## src/rtl/simd_pkg.sv

```systemverilog
package simd_pkg;
  typedef enum logic [1:0] {
    OP_ADD     = 2'd0,
    OP_SUB     = 2'd1,
    OP_XCH     = 2'd2,
    OP_XCH_ALT = 2'd3
  } op_e;

  typedef enum logic [1:0] {
    ST_WRAP     = 2'd0,
    ST_SAT      = 2'd1,
    ST_HALF     = 2'd2,
    ST_WRAP_ALT = 2'd3
  } style_e;
endpackage

```

## src/rtl/simd_lane.sv

```systemverilog
module simd_lane #(
  parameter int W = 16
) (
  input  logic [W-1:0] a,
  input  logic [W-1:0] b,
  input  logic         sub,
  input  logic         sgn,
  output logic [W-1:0] wrap,
  output logic [W-1:0] sat,
  output logic [W-1:0] half,
  output logic         ge
);
  localparam int XW = W + 2;
  localparam logic signed [XW-1:0] SMAX = $signed({3'b000, {(W-1){1'b1}}});
  localparam logic signed [XW-1:0] SMIN = $signed({3'b111, {(W-1){1'b0}}});
  localparam logic signed [XW-1:0] UMAX = $signed({2'b00, {W{1'b1}}});

  logic signed [XW-1:0] ea, eb, full;

  always_comb begin
    ea   = sgn ? $signed({{2{a[W-1]}}, a}) : $signed({2'b00, a});
    eb   = sgn ? $signed({{2{b[W-1]}}, b}) : $signed({2'b00, b});
    full = sub ? (ea - eb) : (ea + eb);
  end

  assign wrap = full[W-1:0];
  assign half = full[W:1];

  always_comb begin
    sat = full[W-1:0];
    if (sgn) begin
      if (full > SMAX)      sat = {1'b0, {(W-1){1'b1}}};
      else if (full < SMIN) sat = {1'b1, {(W-1){1'b0}}};
    end else begin
      if (full[XW-1])       sat = '0;
      else if (full > UMAX) sat = '1;
    end
  end

  assign ge = (sgn || sub) ? ~full[XW-1] : full[W];
endmodule

```

## src/rtl/simd_core.sv

```systemverilog
module simd_core
  import simd_pkg::*;
#(
  parameter int DATA_W = 32
) (
  input  logic [DATA_W-1:0] a,
  input  logic [DATA_W-1:0] b,
  input  logic              lane8,
  input  op_e               op,
  input  logic              sgn,
  input  style_e            style,
  output logic [DATA_W-1:0] res,
  output logic [3:0]        ge,
  output logic              ge_we
);
  localparam int HW = DATA_W / 2;
  localparam int BW = DATA_W / 4;

  logic xch;
  assign xch = (op == OP_XCH) || (op == OP_XCH_ALT);

  logic [DATA_W-1:0] h_wrap, h_sat, h_half;
  logic [DATA_W-1:0] q_wrap, q_sat, q_half;
  logic [1:0]        h_ge;
  logic [3:0]        q_ge;

  for (genvar h = 0; h < 2; h++) begin : g_half
    localparam int  OTHER = 1 - h;
    localparam bit  UPPER = (h == 1);
    logic [HW-1:0] rhs;
    logic          sub;
    assign rhs = xch ? b[OTHER*HW +: HW] : b[h*HW +: HW];
    assign sub = (op == OP_SUB) || (xch && UPPER);
    simd_lane #(.W(HW)) u_lane (
      .a    (a[h*HW +: HW]),
      .b    (rhs),
      .sub  (sub),
      .sgn  (sgn),
      .wrap (h_wrap[h*HW +: HW]),
      .sat  (h_sat[h*HW +: HW]),
      .half (h_half[h*HW +: HW]),
      .ge   (h_ge[h])
    );
  end

  for (genvar q = 0; q < 4; q++) begin : g_byte
    simd_lane #(.W(BW)) u_lane (
      .a    (a[q*BW +: BW]),
      .b    (b[q*BW +: BW]),
      .sub  (op == OP_SUB),
      .sgn  (sgn),
      .wrap (q_wrap[q*BW +: BW]),
      .sat  (q_sat[q*BW +: BW]),
      .half (q_half[q*BW +: BW]),
      .ge   (q_ge[q])
    );
  end

  logic [DATA_W-1:0] h_pick, q_pick;
  logic [3:0]        flags;

  always_comb begin
    case (style)
      ST_SAT:  begin h_pick = h_sat;  q_pick = q_sat;  end
      ST_HALF: begin h_pick = h_half; q_pick = q_half; end
      default: begin h_pick = h_wrap; q_pick = q_wrap; end
    endcase
    res   = lane8 ? q_pick : h_pick;
    flags = lane8 ? q_ge : {h_ge[1], h_ge[1], h_ge[0], h_ge[0]};
    ge_we = (style == ST_WRAP) || (style == ST_WRAP_ALT);
    ge    = ge_we ? flags : 4'b0000;
  end
endmodule

```

## src/rtl/simd_stage.sv

```systemverilog
module simd_stage #(
  parameter int W = 37
) (
  input  logic         clk,
  input  logic         rst_n,
  input  logic         in_valid,
  output logic         in_ready,
  input  logic [W-1:0] in_data,
  output logic         out_valid,
  input  logic         out_ready,
  output logic [W-1:0] out_data
);
  assign in_ready = !out_valid || out_ready;

  always_ff @(posedge clk) begin
    if (!rst_n) begin
      out_valid <= 1'b0;
      out_data  <= '0;
    end else if (in_ready) begin
      out_valid <= in_valid;
      if (in_valid) out_data <= in_data;
    end
  end


  empty_ready_chk: assert property (@(posedge clk) disable iff (!rst_n)
    !out_valid |-> in_ready);


  fire_to_valid_chk: assert property (@(posedge clk) disable iff (!rst_n)
    (in_valid && in_ready) |=> out_valid);


  stall_hold_chk: assert property (@(posedge clk) disable iff (!rst_n)
    (out_valid && !out_ready) |=> (out_valid && $stable(out_data)));
endmodule

```

## src/rtl/simd_addsub.sv

```systemverilog
module simd_addsub
  import simd_pkg::*;
#(
  parameter int DATA_W = 32
) (
  input  logic              clk,
  input  logic              rst_n,
  input  logic              in_valid,
  output logic              in_ready,
  input  logic [DATA_W-1:0] in_a,
  input  logic [DATA_W-1:0] in_b,
  input  logic              in_lane8,
  input  logic [1:0]        in_op,
  input  logic              in_signed,
  input  logic [1:0]        in_style,
  output logic              out_valid,
  input  logic              out_ready,
  output logic [DATA_W-1:0] out_res,
  output logic [3:0]        out_ge,
  output logic              out_ge_we
);
  localparam int PW = DATA_W + 5;

  logic [DATA_W-1:0] c_res;
  logic [3:0]        c_ge;
  logic              c_we;
  logic [PW-1:0]     q_data;

  simd_core #(.DATA_W(DATA_W)) u_core (
    .a     (in_a),
    .b     (in_b),
    .lane8 (in_lane8),
    .op    (op_e'(in_op)),
    .sgn   (in_signed),
    .style (style_e'(in_style)),
    .res   (c_res),
    .ge    (c_ge),
    .ge_we (c_we)
  );

  simd_stage #(.W(PW)) u_stage (
    .clk       (clk),
    .rst_n     (rst_n),
    .in_valid  (in_valid),
    .in_ready  (in_ready),
    .in_data   ({c_we, c_ge, c_res}),
    .out_valid (out_valid),
    .out_ready (out_ready),
    .out_data  (q_data)
  );

  assign out_res   = q_data[DATA_W-1:0];
  assign out_ge    = q_data[DATA_W+3:DATA_W];
  assign out_ge_we = q_data[DATA_W+4];


  no_flag_write_chk: assert property (@(posedge clk) disable iff (!rst_n)
    (in_valid && in_ready && (in_style == 2'd1 || in_style == 2'd2))
      |=> (!out_ge_we && out_ge == 4'b0000));


  half_flag_pair_chk: assert property (@(posedge clk) disable iff (!rst_n)
    (in_valid && in_ready && !in_lane8 && (in_style == 2'd0 || in_style == 2'd3))
      |=> (out_ge_we && out_ge[3] == out_ge[2] && out_ge[1] == out_ge[0]));
endmodule

```

## config.mk

```make
export PLATFORM = sky130hd
export DESIGN_NAME = simd_addsub
export DESIGN_NICKNAME = d
export VERILOG_FILES = /design/src/rtl/simd_pkg.sv /design/src/rtl/simd_lane.sv /design/src/rtl/simd_core.sv /design/src/rtl/simd_stage.sv /design/src/rtl/simd_addsub.sv
export SDC_FILE = /design/constraint.sdc
export NUM_CORES = 1
export LEC_CHECK = 0
export BUFFER_PORTS_ARGS = -buffer_cell sky130_fd_sc_hd__buf_2
export CORE_MARGIN = 3
export CORE_UTILIZATION = 60
export DETAILED_ROUTE_END_ITERATION = 10
export GPL_TIMING_DRIVEN = 0
export PLACE_DENSITY = 0.82
export SYNTH_ARGS = -nofsm -noshare
export SYNTH_HDL_FRONTEND = slang
export SYNTH_SLANG_ARGS = --single-unit
```

## constraint.sdc

```tcl
create_clock -name clk -period 16.15 [get_ports clk]
set_input_delay 4.0375 -clock clk [delete_from_list [all_inputs] [get_ports clk]]
set_output_delay 4.0375 -clock clk [all_outputs]
set_load 0.01 [all_outputs]
```

==> results of run 1 <==
## through the flow
step / instances / instance area [um2]
floorplan: 1366 / 9310
global placement: 1644 / 10000
detailed placement: 1644 / 10000
CTS: 1652 / 10200
global route: 1652 / 10200
finish: 1652 / 10200
## power groups by stage
stage | clock [W] | sequential [W] | combinational, W
detailed placement | 0 | 0.000113 | 0.000544
finish | 0.000137 | 0.000111 | 0.000580
floorplan | 0 | 0.000117 | 0.000376
CTS | 0.000136 | 0.000110 | 0.000547
global route | 0.000139 | 0.000112 | 0.000614
global placement | 0 | 0.000112 | 0.000539
## critical path: cells and delay by family
| family | cells | cell delay [ps] |
|---|---|---|
| simple gates | 7 | 1430 |
| fa+ha+maj | 2 | 640 |
| mux | 1 | 280 |
| compound gates | 8 | 2580 |
| buf+inv | 7 | 2480 |
| xor+xnor | 1 | 180 |
## synthesized netlist by cell type, types with 14 or more instances
cell type	number
a21oi_1	155
nand2_1	125
nor2_1	122
o21ai_0	122
ha_1	78
xnor2_1	71
clkbuf_1	63
inv_1	53
xor2_1	50
dfxtp_1	38
nor3_1	35
nand3_1	28
a31oi_1	27
nor2b_1	27
mux2i_1	25
o21a_1	21
nand2b_1	20
o211ai_1	19
o2111ai_1	16
a211oi_1	14
a221oi_1	14
## registers in the layout (all words and copies together), names as in the netlist
signal,flops
u_stage.out_valid,1
u_stage.out_data,37
## layer usage
layer / part of all wire (%) / vias to the layer above
met1: 39 / 5386
met3: 13 / 211
li1: - / 5267
met2: 42 / 973
met5: 0 / -
met4: 6.2 / 0
## how the worst min path moves through the flow
stage                                       end  slack, ps  cells past startpoint
3_5_place_dp   u_stage.out_data[1]$_SDFFE_PN0P_        450                      1
3_3_place_gp   u_stage.out_data[1]$_SDFFE_PN0P_        450                      1
2_1_floorplan  u_stage.out_data[0]$_SDFFE_PN0P_        480                      2
5_1_grt        u_stage.out_data[1]$_SDFFE_PN0P_        480                      1
4_1_cts        u_stage.out_data[1]$_SDFFE_PN0P_        460                      1
6_report       u_stage.out_data[1]$_SDFFE_PN0P_        460                      1
## cells by family after synthesis
logic type	after synthesis	share of synthesized area [%]
AND/OR/NAND/NOR	438	22.6
flip-flops	38	8.17
adder cells (fa/ha/maj)	84	11.8
multiplexers	31	3.41
buffers and inverters	139	6.53
XOR/XNOR	122	11.6
AO/OA/AOI/OAI	514	35.9
## cell type report
class	instances	area, um2
inverters	54	203
plain buffers	85	405
multi-input cells	1189	7950
clock buffers	6	139
fillers	1326	4650
well taps	184	230
repair buffers	94	470
flip-flops and latches	38	761
clock inverters	2	60.1
==> impl_metrics.py, run 1 <==
metrics = {
    "yosys": {
        "ys_async_sr_fraction_pct": 0,
        "synth_top_cell_area_share_pct": 10.5,
        "ys_seq_area_share_pct": 8.17,
        "synth_edf_count": 0,
        "syn_nets": 1524,
        "ys_types": 87,
        "synth_seq_cells": 38,
        "syn-instance-count": 1366,
        "syn_area_per_cell_um2": 6.82,
        "synth.largest_area_cell": "ha_1",
        "yosys-top-cells-area": "ha_1 10%, a21oi_1 8.3%, dfxtp_1 8.2%",
        "synthFlopType": "dfxtp_1",
        "syn_area_mm2": 0.00931,
        "yosys_warnings": 0,
    },
    "detailed_routing": {
        "routed_wl_um": 38500,
        "vias_per_cell": 7.17,
        "first_pass_iters": 7,
        "wl_per_cell_um": 23.3,
        "ant_nets": 0,
        "drt_iter0_drc": 2116,
        "vias": 11800,
        "drc_errors": 0,
    },
    "sta": {
        "rsz0062_at_grt": "false",
        "fin_hold_ws_ps": 458,
        "max_freq_mhz": 87.1,
        "fin_crit_sh_pct": 71.1,
        "slew_violations": 0,
        "fin_tns_setup_ps": 0,
        "fin_ws_ps": 4670,
        "setup_violations": 0,
        "relSlewSlack_pct": 19.5,
        "skew_ps": 10.2,
        "min_period_ps": 11480,
        "tightest_slew_ps": 1180,
        "hold_viol": 0,
    },
    "placed_design": {
        "gp_congestion": 1.08,
        "io_buffers": 94,
        "hpwl_um": 30600,
        "place_worst_setup_slack_ps": 4640,
    },
    "critical_path": {
        "r2r_cells": 7,
        "critPathMaxFanout": 10,
        "r2r-end": "u_stage.out_data[23]$_SDFFE_PN0P_",
        "required_ps": 16310,
        "rrSetupSlack_ps": 13910,
        "worst-setup-path-type": "in2reg",
        "startpoint_type": "primary input",
        "r2r_start": "u_stage.out_valid$_SDFFE_PN0N_",
        "critPathMaxStageDelay_ps": 1020,
        "crit_slowest_cell": "a2111oi_0",
        "timing.critical_path.to_type": "flop",
        "setup.worst_path.end": "u_stage.out_data[8]$_SDFFE_PN0P_",
        "startpoint": "in_op[1]",
        "arrival_ps": 11650,
    },
    "finish": {
        "finalNetCount": 1625,
        "fin_util_pct": 68.7,
        "drive_above_1_share_pct": 10.5,
        "area_growth_pct": 9.66,
        "final_common_cell": "a21oi_1",
        "diodes": 0,
        "layout_common_cells": "155 x a21oi_1, 125 x nand2_1, 122 x o21ai_0, 122 x nor2_1, 96 x buf_2",
    },
    "floorplan": {
        "die_area_mm2": 0.0171,
        "core_mm2": 0.0149,
        "io-pin-count": 113,
        "die_h_um": 131,
        "die-width_um": 131,
        "start_util_pct": 62.7,
        "rows": 44,
    },
    "global_routing": {
        "first_global_vias": 10300,
        "grt_overflow_total": 0,
        "grt_max_degree": 13,
        "grtUsageMet3_pct": 9.67,
        "antenna_found_initial": 1,
        "grtUsageTotal_pct": 43.4,
        "busiest_layer": "met2",
        "use_met2_pct": 66.7,
        "grt_pass1_wl_um": 57700,
        "grt_use_met1_pct": 57.8,
    },
    "cts": {
        "clock_sinks": 38,
        "cts_hold_buffers": 0,
        "cts_max_level": 2,
        "cts.repair.resized": 0,
        "root_buffer": "clkbuf_16",
        "cts.path.max_buffers": 2,
        "cts_tree": "done",
        "clk_pin_slew_ps": 60,
        "clk_latency_ps": 290,
        "post_cts_buffers": 0,
        "cts_buffers": 5,
    },
    "flow_run": {
        "cap_violations": 0,
    },
    "power": {
        "p_leak_nw": 4.27,
        "power_density_mw_per_mm2": 81.0,
        "comb_power_share_pct": 70.1,
        "power_w": 0.000827,
        "p_int_w": 0.000396,
        "seq_power_share_pct": 13.4,
        "p_sw_w": 0.000431,
        "irDropWorstVdd_v": 0.0000509,
        "sw_frac_of_total_pct": 52.1,
        "pwr-share-clk_pct": 16.5,
    },
    "status": {
        "status": "finished, final reports clean",
    },
    "min_path": {
        "holdCritPathClass": "reg2reg",
        "worstHoldStart": "u_stage.out_data[1]$_SDFFE_PN0P_",
    },
}
Note: power is estimated with default switching activity, not from simulation.
==> run 2, diff against run 1 <==
--- a/config.mk
+++ b/config.mk
@@ -7,10 +7,10 @@
 export LEC_CHECK = 0
 export BUFFER_PORTS_ARGS = -buffer_cell sky130_fd_sc_hd__buf_2
 export CORE_MARGIN = 3
-export CORE_UTILIZATION = 60
+export CORE_UTILIZATION = 56
 export DETAILED_ROUTE_END_ITERATION = 10
 export GPL_TIMING_DRIVEN = 0
-export PLACE_DENSITY = 0.82
+export PLACE_DENSITY = 0.8
 export SYNTH_ARGS = -nofsm -noshare
 export SYNTH_HDL_FRONTEND = slang
 export SYNTH_SLANG_ARGS = --single-unit
==> constraint.sdc (replaced) <==
create_clock -name clk -period 10 [get_ports clk]
set_input_delay 2.5 -clock clk [delete_from_list [all_inputs] [get_ports clk]]
set_output_delay 2.5 -clock clk [all_outputs]
set_load 0.01 [all_outputs]
==> impl_metrics.py, run 2 (synthesized netlist as in run 1, its figures left out) <==
metrics = {
    "floorplan": {
        "core_mm2": 0.0161,
        "die_area_mm2": 0.0182,
        "start_util_pct": 58.0,
        "rows": 46,
        "die_h_um": 135,
        "io-pin-count": 113,
        "die-width_um": 135,
    },
    "sta": {
        "max_freq_mhz": 105,
        "slew_violations": 0,
        "skew_ps": 8.46,
        "fin_tns_setup_ps": 0,
        "setup_violations": 0,
        "fin_crit_sh_pct": 94.9,
        "tightest_slew_ps": 1120,
        "rsz0062_at_grt": "false",
        "relSlewSlack_pct": 24.7,
        "hold_viol": 0,
        "min_period_ps": 9490,
    },
    "detailed_routing": {
        "drc_errors": 0,
        "routed_wl_um": 38100,
        "dr.max_layer_used": "met4",
        "wl_per_cell_um": 22.6,
        "vias_per_cell": 6.83,
        "dr_wl_met3_um": 5000,
        "vias": 11500,
        "wl_met1_um": 15300,
        "drt_iter0_drc": 1545,
        "first_pass_iters": 6,
        "ant_nets": 0,
        "route.met2.wl_um": 16000,
    },
    "flow_run": {
        "cap_violations": 0,
    },
    "critical_path": {
        "rrSetupSlack_ps": 7680,
        "timing.critical_path.to_type": "flop",
        "arrival_ps": 9640,
        "worst-path-stages": 26,
        "critPathBufInv": 7,
        "worst-setup-path-type": "in2reg",
        "r2r_cells": 7,
        "startpoint_type": "primary input",
        "crit_family": "buffers and inverters",
        "critPathMaxStageDelay_ps": 780,
        "critPathMaxFanout": 10,
        "crit_slowest_cell": "a2111oi_1",
        "startpoint": "in_op[1]",
        "required_ps": 10160,
        "r2r_start": "u_stage.out_valid$_SDFFE_PN0N_",
        "setup.worst_path.end": "u_stage.out_data[8]$_SDFFE_PN0P_",
        "r2r-end": "u_stage.out_data[19]$_SDFFE_PN0P_",
    },
    "cts": {
        "cts.path.max_buffers": 2,
        "cts_buffers": 5,
        "root_buffer": "clkbuf_16",
        "clock_sinks": 38,
        "clk_pin_slew_ps": 60,
        "cts_tree": "done",
        "cts_max_level": 2,
        "clk_latency_ps": 290,
        "cts_hold_buffers": 0,
    },
    "global_routing": {
        "grt_max_degree": 12,
        "first_global_vias": 10300,
        "grt_overflow_total": 0,
        "grtUsageTotal_pct": 40.3,
        "grt_pass1_wl_um": 57900,
        "antenna_found_initial": 0,
    },
    "placed_design": {
        "hpwl_um": 30700,
        "gp_congestion": 1.08,
        "io_buffers": 94,
    },
    "power": {
        "power_density_mw_per_mm2": 124,
        "power_w": 0.00127,
        "p_leak_nw": 4.24,
        "irDropWorstVdd_v": 0.0000859,
    },
    "status": {
        "status": "finished, final reports clean",
    },
    "finish": {
        "fin_util_pct": 63.5,
        "largest_reg_flops": 37,
        "finalNetCount": 1625,
        "final_common_cell": "a21oi_1",
        "diodes": 0,
        "drive_above_1_share_pct": 10.5,
        "largestRegisters": "u_stage.out_data x37, u_stage.out_valid x1",
        "layout_common_cells": "155 x a21oi_1, 125 x nand2_1, 122 x o21ai_0, 122 x nor2_1, 96 x buf_2",
        "regMostFlops": "u_stage.out_data",
        "area_growth_pct": 9.43,
    },
    "min_path": {
        "holdCritPathClass": "reg2reg",
    },
}
-- run 2: cell types whose count changed in the layout (fill, tap and decap cells not counted) --
| cell | delta |
|---|---|
| a2111oi_0 | -1 |
| a2111oi_1 | +1 |
| buf_1 | -1 |
| bufinv_16 | -2 |
| clkbuf_2 | +1 |
| clkbuf_8 | -1 |
| clkinv_2 | +2 |
-- run 2: area by class of cell --
cell class,count,area (um2)
inverter,54,203
multi-input combinational,1189,7950
buffer,85,407
fill,1550,5870
clock buffer,5,125
clock inverter,2,10.0
timing repair buffer,94,470
tap,216,270
sequential,38,761
-- run 2: worst min-delay path by stage --
stage	from	endpoint	slack, ps	cells past startpoint
2_1_floorplan	u_stage.out_data[0]$_SDFFE_PN0P_	u_stage.out_data[0]$_SDFFE_PN0P_	480	2
3_3_place_gp	u_stage.out_data[36]$_SDFFE_PN0P_	u_stage.out_data[36]$_SDFFE_PN0P_	450	2
3_5_place_dp	u_stage.out_data[36]$_SDFFE_PN0P_	u_stage.out_data[36]$_SDFFE_PN0P_	460	2
4_1_cts	u_stage.out_data[36]$_SDFFE_PN0P_	u_stage.out_data[36]$_SDFFE_PN0P_	470	2
5_1_grt	u_stage.out_data[36]$_SDFFE_PN0P_	u_stage.out_data[36]$_SDFFE_PN0P_	490	2
6_report	u_stage.out_data[36]$_SDFFE_PN0P_	u_stage.out_data[36]$_SDFFE_PN0P_	460	2
-- run 2: routing by layer --
layer | vias to the layer above | GRT usage (%)
li1 | 5260 | -
met1 | 5244 | 54.6
met2 | 847 | 62.1
met3 | 149 | 9.43
met4 | 0 | 15.3
met5 | - | 0
-- run 2: tightest hold or removal path, cell delays in order, from the launching register on --
cell      delay (ps)
dfxtp_1          310
nand2_1           50
a21boi_0          60
-- run 2: repair_timing --
item                       CTS  global route
setup buffers                0             0
setup endpoints to repair    0            17
hold endpoints to repair     0             0
gates resized for setup      0             2
-- run 2: power by group --
group	internal, W	switching [W]
Sequential	0.000169	0.00000899
Clock	0.0000902	0.0000668
Combinational	0.000321	0.000609
-- run 2: metrics by stage --
stage / instance area, um2 / std cells / hold slack [ps] / setup WS (ps)
detailed placement: 10100 / 1676 / 457 / 84.9
global route: 10200 / 1683 / 486 / 117
floorplan: 9310 / 1366 / 479 / 1520
finish: 10200 / 1683 / 464 / 513
CTS: 10200 / 1683 / 465 / 337
global placement: 10100 / 1676 / 447 / 105
